File: src/rtl/fl_gain_pkg.sv
package fl_gain_pkg;

    // operating mode decoded from enable / control / timeout fields
    typedef enum logic [2:0] {
        FLM_DIRECT     = 3'd0,
        FLM_WIDE_HOLD  = 3'd1,
        FLM_WIDE_TIMED = 3'd2,
        FLM_DEEP_HOLD  = 3'd3,
        FLM_DEEP_TIMED = 3'd4
    } fl_mode_e;

    typedef struct packed {
        logic direct;
        logic timed;
        logic deep;
    } fl_flags_t;

    typedef struct packed {
        logic cp_x4;
        logic div_quarter;
        logic lvl;
        logic oe;
    } fl_drive_t;

endpackage

File: src/rtl/fl_mode_decode.sv
module fl_mode_decode
    import fl_gain_pkg::*;
(
    input  logic      fl_en,
    input  logic      fl_ctl,
    input  logic      tmo_en,
    output fl_flags_t flags
);
    fl_mode_e mode;

    always_comb begin
        if (!fl_en)
            mode = FLM_DIRECT;
        else begin
            case ({fl_ctl, tmo_en})
                2'b00:   mode = FLM_WIDE_HOLD;
                2'b01:   mode = FLM_WIDE_TIMED;
                2'b10:   mode = FLM_DEEP_HOLD;
                default: mode = FLM_DEEP_TIMED;
            endcase
        end
    end

    always_comb begin
        flags = '0;
        case (mode)
            FLM_DIRECT:     flags.direct = 1'b1;
            FLM_WIDE_TIMED: flags.timed  = 1'b1;
            FLM_DEEP_HOLD:  flags.deep   = 1'b1;
            FLM_DEEP_TIMED: begin
                flags.deep  = 1'b1;
                flags.timed = 1'b1;
            end
            default:        flags = '0;
        endcase
    end
endmodule

File: src/rtl/fl_timeout.sv
module fl_timeout #(
    parameter int CODE_W = 4,
    parameter int BASE   = 3,
    parameter int STEP   = 4,
    parameter int CNT_W  = 6
) (
    input  logic              clk,
    input  logic              rst_n,
    input  logic              armed,
    input  logic              hold,
    input  logic              reload,
    input  logic              cmp_strobe,
    input  logic [CODE_W-1:0] code,
    output logic              expire
);
    typedef struct packed {
        logic [CNT_W-1:0] cnt;
        logic             done;
        logic             clr;
    } tmo_state_t;

    tmo_state_t s_d, s_q;
    logic [CNT_W-1:0] load_val;

    assign load_val = CNT_W'(BASE) + CNT_W'(STEP) * CNT_W'(code);

    always_comb begin
        s_d     = s_q;
        s_d.clr = 1'b0;
        if (hold || reload || !armed) begin
            s_d.cnt  = load_val;
            s_d.done = 1'b0;
        end else if (cmp_strobe && !s_q.done) begin
            if (s_q.cnt <= CNT_W'(1)) begin
                s_d.done = 1'b1;
                s_d.clr  = 1'b1;
            end else begin
                s_d.cnt = s_q.cnt - CNT_W'(1);
            end
        end
    end

    always_ff @(posedge clk or negedge rst_n) begin
        if (!rst_n) begin
            s_q.cnt  <= CNT_W'(BASE);
            s_q.done <= 1'b0;
            s_q.clr  <= 1'b0;
        end else begin
            s_q <= s_d;
        end
    end

    assign expire = s_q.clr;
endmodule

File: src/rtl/fl_exit_sync.sv
module fl_exit_sync (
    input  logic clk,
    input  logic rst_n,
    input  logic want,
    input  logic hold,
    input  logic cp_event,
    output logic active
);
    logic act_d, act_q;

    always_comb begin
        act_d = act_q;
        if (hold)
            act_d = 1'b0;
        else if (want)
            act_d = 1'b1;
        else if (cp_event)
            act_d = 1'b0;
    end

    always_ff @(posedge clk or negedge rst_n) begin
        if (!rst_n) act_q <= 1'b0;
        else        act_q <= act_d;
    end

    assign active = act_q;
endmodule

File: src/rtl/fl_gain_ctrl.sv
module fl_gain_ctrl
    import fl_gain_pkg::*;
#(
    parameter int CODE_W = 4,
    parameter int BASE   = 3,
    parameter int STEP   = 4
) (
    input  logic              clk,
    input  logic              rst_n,
    input  logic              fl_en,
    input  logic              fl_ctl,
    input  logic              tmo_en,
    input  logic [CODE_W-1:0] tmo_code,
    input  logic              go_bit,
    input  logic              go_wr,
    input  logic              cmp_strobe,
    input  logic              cp_event,
    input  logic              hold,
    output logic              cp_x4,
    output logic              div_quarter,
    output logic              fl_lvl,
    output logic              fl_oe,
    output logic              go_clr
);
    localparam int MAX_LEN = BASE + STEP * ((1 << CODE_W) - 1);
    localparam int CNT_W   = $clog2(MAX_LEN + 1);

    fl_flags_t flags;
    fl_drive_t drv;
    logic      engaged;
    logic      want;

    fl_mode_decode u_dec (
        .fl_en  (fl_en),
        .fl_ctl (fl_ctl),
        .tmo_en (tmo_en),
        .flags  (flags)
    );

    assign want = !flags.direct && go_bit && !hold;

    fl_timeout #(
        .CODE_W (CODE_W),
        .BASE   (BASE),
        .STEP   (STEP),
        .CNT_W  (CNT_W)
    ) u_tmo (
        .clk        (clk),
        .rst_n      (rst_n),
        .armed      (flags.timed && go_bit),
        .hold       (hold),
        .reload     (go_wr && go_bit),
        .cmp_strobe (cmp_strobe),
        .code       (tmo_code),
        .expire     (go_clr)
    );

    fl_exit_sync u_exit (
        .clk      (clk),
        .rst_n    (rst_n),
        .want     (want),
        .hold     (hold),
        .cp_event (cp_event),
        .active   (engaged)
    );

    always_comb begin
        drv = '0;
        if (flags.direct) begin
            drv.oe    = 1'b1;
            drv.lvl   = fl_ctl;
            drv.cp_x4 = go_bit;
        end else if (engaged) begin
            drv.oe          = 1'b1;
            drv.lvl         = 1'b0;
            drv.cp_x4       = 1'b1;
            drv.div_quarter = flags.deep;
        end
    end

    assign cp_x4       = drv.cp_x4;
    assign div_quarter = drv.div_quarter;
    assign fl_lvl      = drv.lvl;
    assign fl_oe       = drv.oe;
endmodule

File: config.mk
export PLATFORM = sky130hd
export DESIGN_NAME = fl_gain_ctrl
export DESIGN_NICKNAME = d
export VERILOG_FILES = /design/src/rtl/fl_gain_pkg.sv /design/src/rtl/fl_mode_decode.sv /design/src/rtl/fl_timeout.sv /design/src/rtl/fl_exit_sync.sv /design/src/rtl/fl_gain_ctrl.sv
export SDC_FILE = /design/constraint.sdc
export NUM_CORES = 1
export LEC_CHECK = 0
export ABC_AREA = 1
export CORE_MARGIN = 3
export CORE_UTILIZATION = 50
export DETAILED_ROUTE_END_ITERATION = 6
export GPL_ROUTABILITY_DRIVEN = 0
export PLACE_DENSITY = 0.82
export RECOVER_POWER = 50
export SLEW_MARGIN = 0
export SYNTH_ARGS = -nofsm -noshare
export SYNTH_HDL_FRONTEND = slang
export SYNTH_HIERARCHICAL = 1
export SYNTH_SLANG_ARGS = --single-unit
File: constraint.sdc
create_clock -name clk -period 2.7 [get_ports clk]
set_input_delay 0.54 -clock clk [delete_from_list [all_inputs] [get_ports clk]]
set_output_delay 0.54 -clock clk [all_outputs]
set_load 0.01 [all_outputs]
# Yosys cells after proc, flatten, opt, wreduce, memory -nomap -nowiden
# Index checks and enable logic that the tools add are counted.
word_totals:
  inputBits: 14
  output_inout_bits: 5
  ff_bits: 9
classes:
  n_reduce_logical: 20
  n_eq_ne: 6
  muxes: 17
  n_lt_le_gt_ge: 1
  add_sub_neg: 2
ops:
  columns: ["cell", "count"]
  rows:
  - ["two-way mux 1 bit", 9]
  - ["one-hot mux 3 bit (3 select lines)", 1]
  - ["two-way mux 8 bit", 1]
  - ["two-way mux 7 bit", 1]
  - ["adder 2 x 6 -> 6 bit (first input constant)", 1]
  - ["equality test 3 x 2 -> 1 bit (second input constant)", 2]
  - ["<= comparator 6 x 1 -> 1 bit (second input constant)", 1]
  - ["two-way mux 6 bit", 1]
  - ["subtractor 6 x 1 -> 6 bit (second input constant)", 1]
  - ["logical AND 1 bit", 5]
  - ["zero test 1 bit", 4]
  - ["two-way mux 2 bit", 2]
  - ["two-way mux 4 bit", 1]
  - ["AND reduction 2 bit", 2]
  - ["nonzero test 2 bit", 2]
  - ["OR reduction 2 bit", 2]
  - ["equality test 3 bit (second input constant)", 1]
  - ["zero test 3 bit", 1]
  - ["two-way mux 3 bit", 1]
  - ["nonzero test 3 bit", 1]
  - ["equality test 2 x 1 -> 1 bit (second input constant)", 1]
  - ["equality test 2 bit (second input constant)", 1]
  - ["zero test 2 bit", 1]
  - ["logical OR 1 bit", 2]
  - ["!= test 2 x 1 -> 1 bit (second input constant)", 1]

# Depth between registers and ports, before layout
logic_depth:
  depth_word: 11
  mapped_depth: 15
  ltp_nobuf: 15

# Hierarchy
# Netlist, hierarchy kept.
by_module_without_submodules:
  columns: ["mod", "instances", "cells_per_inst", "area_each_um2", "seq_area_each_um2"]
  rows:
  - ["fl_timeout", 1, 70, 514.2, 202.7]
  - ["fl_mode_decode", 1, 19, 112.6, 0.0]
  - ["fl_gain_ctrl", 1, 15, 58.8, 0.0]
  - ["fl_exit_sync", 1, 5, 45.0, 25.0]

# Worst setup path after synthesis
# No wires, ideal clock.
synth_timing:
  path_kind: "input-to-output"
  startpoint: "in tmo_en"
  endpoint: "out fl_oe"
  required_ns: 2.160
  slack_ns: 0.830
  stages: 6
  arrival_time_ns: 1.330
  cell_sequence: "inv_1 > ha_1 > inv_1 > nand3b_1 > nand2_1 > or2_1"
synth_lines:
  columns: ["item", "line_no", "source"]
  rows:
  - ["start: declaration", "fl_gain_ctrl.sv:12", "input logic tmo_en,"]
  - ["end: declaration", "fl_gain_ctrl.sv:22", "output logic fl_oe,"]

==> run_results.csv <==
group,metric,value,unit
synth,seq_area_frac_synth,0.312,
layout,syn2layout_area_growth,34.9,%
synth,synth_ff_type,"dfrtp_1",
layout,layout_commonest_cell,"nand2_1",
detailed_routing,antenna_left,0,
synth,netlist_instances,109,
floorplan,start_util,0.548,
global_route,overflow,0,
power_and_ir_drop,power_leakage,0.555,nW
layout,drive_gt1_frac,0.179,
worst_setup_path,worstSetupStartpointType,"input port",
layout,fillers,112,
worst_setup_path,path_max_fanout,5,
layout,n_antenna_cell,0,
min_path,holdPathStages,2,
sta,setup_viol,0,
synth,post_synth.cell_area_avg,6.70,um^2
layout,mostFrequentLayoutCells,"38 x nand2_1, 18 x inv_1, 11 x clkdlybuf4s50_1, 9 x nor2_1, 7 x dfrtp_1",
layout,fin_cells,149,
detailed_routing,drt-wirelength-per-cell,10.5,um
power_and_ir_drop,power_density,382,mW/mm^2
worst_setup_path,path_class,"input port to output pin",
floorplan,core-area,0.00133,mm^2
cts,cts_buffers,3,
synth,synth_cell_types,21,
sta,slew_headroom,0.735,
layout,nets,154,
cts,clockBufferDepth,2,
sta,setup_tns,0,ns
global_route,track_usage,0.185,
worst_setup_path,cp.required,2.16,ns
cts,clk_pin_slew,0.06,ns
sta,max_freq,0.384,GHz
global_route,grt_max_degree,10,
cts,clock_sinks,9,
synth,synth_nets,128,
synth,ys.warnings.count,6,
cts,cts_max_level,1,
synth,synth_edf_count,0,
place,hpwlAfterDp,1230,um
global_route,grt_pass1_wl,2690,um
place,place_ws,-0.199,ns
layout,post-route-util,0.739,
sta,min_period,2.60,ns
cts,root_buffer,"clkbuf_4",
cts,cts_setup_buffers,0,
global_route,antenna_found_initial,0,
floorplan,fp-row-count,13,
sta,period_share,0.964,
sta,finalHoldViolations,0,
min_path,hold_path.class,"flip-flop to flip-flop",
cts,cts_tree,"yes",
detailed_routing,first_pass_iters,4,
detailed_routing,via_per_inst,4.81,
flow_run,maxCapViolCount,0,
worst_setup_path,reg2reg_depth,9,
sta,tightest_slew,0.397,ns
worst_setup_path,worstSetupEndpointType,"output pin",
synth,ys_ff_latch,9,
floorplan,die_w,44.2,um
place,placedCellCount,145,
detailed_routing,initialDrtViolationCount,16,
floorplan,pin_count,19,
sta,finClkSkew,0.00120,ns
floorplan,die_area,0.00196,mm^2
sta,slew_viol_final,0,
place,io_buffers,18,
synth,synthArstFlopShare,1.00,
synth,syn_area,731,um^2
floorplan,die_y,44.2,um
cts,clk_latency,0.26,ns
sta,worst_slack,0.0979,ns
global_route,first_global_vias,660,
detailed_routing,route.detailed.drc,0,
worst_setup_path,critical_path_arrival,2.06,ns
detailed_routing,wirelength,1560,um
run_status,status,"finished, final reports clean",
detailed_routing,vias,717,
sta,rsz0062_at_grt,"true",
power_and_ir_drop,vdd_ir_drop_max,0.000343,V
cell families (layout without fill, tap and decap cells):
kind of cell / after synthesis / in the layout / share of synthesized area
compound gates: 8 / 8 / 0.0805
xor+xnor: 1 / 1 / 0.0120
fa+ha+maj: 5 / 5 / 0.0856
buf+inv: 20 / 45 / 0.106
flops: 9 / 9 / 0.312
simple gates: 66 / 66 / 0.404
cell usage after synthesis, types with 2 or more instances:
cell type | instances | area (um^2)
o21ai_0 | 2 | 10.0
dfrtp_1 | 7 | 175
nor2_1 | 9 | 33.8
inv_1 | 19 | 71.3
a21oi_2 | 2 | 17.5
dfstp_2 | 2 | 52.6
ha_1 | 5 | 62.6
nor2_2 | 5 | 31.3
nand2_1 | 39 | 146
o21ai_2 | 2 | 17.5
nand3_1 | 6 | 30.0
nand2_2 | 2 | 12.5
routing by layer:
metal  global-route usage  up-vias  part of all wire
met4               0.0723        0            0.0090
met1                0.234      314              0.45
met5                    0        -                 0
met3               0.0610        4             0.053
li1                     -      382                 -
met2                0.291       17              0.48
worst paths after layout:
kind                               from            end  slack (ns)
hold reg to reg            u_tmo/s_q[1]   u_tmo/s_q[1]        0.54
max in group asynchronous         rst_n   u_tmo/s_q[3]        1.75
setup reg to reg           u_tmo/s_q[2]   u_tmo/s_q[5]        1.10
hold / removal             u_tmo/s_q[1]   u_tmo/s_q[1]        0.54
min in group asynchronous         rst_n  u_exit/active        0.64
setup / recovery                 tmo_en          cp_x4         0.1
cell type report:
cell class | instances | area, um^2 | area share
inverter | 20 | 77.6 | 0.0787
multi-input combinational | 80 | 433 | 0.439
timing repair buffer | 21 | 203 | 0.206
clock buffer | 4 | 26.3 | 0.0266
tap | 15 | 18.8 | 0.0190
sequential | 9 | 228 | 0.231
sequential cells by signal, summed over array words and instances (netlist names):
signal,count
u_exit/active,1
u_tmo/s_q,7
u_tmo/expire,1
worst max-delay path, cell delays in order:
cell and delay (ns):
clkdlybuf4s50_1 0.47, inv_1 0.06, ha_1 0.29, inv_2 0.07, nand3b_1 0.09, nand2_2 0.11
inv_1 0.06, nand2_1 0.05, nand2_1 0.04, dlygate4sd2_1 0.27
stage by stage:
step	area (um^2)	hold WS, ns	total power, mW
after floorplan	731	0.244	0.223
after global placement	952	0.503	0.267
after detailed placement	952	0.522	0.273
after CTS	976	0.533	0.378
after global routing	986	0.568	0.403
final	986	0.540	0.377
report_power, final:
group / leakage, nW / internal, mW / total [mW] / switching, mW
Combinational: 0.431 / 0.0486 / 0.108 / 0.0591
Sequential: 0.110 / 0.153 / 0.167 / 0.0135
Clock: 0.0150 / 0.0569 / 0.103 / 0.0458
Total: 0.555 / 0.259 / 0.377 / 0.119
timing repair:
item                       in CTS  in global routing
hold buffers                    0                  0
setup endpoints to repair       4                  3
pin swaps                       0                  1
gates resized for setup         5                  5
(Power assumes the default switching activity.)
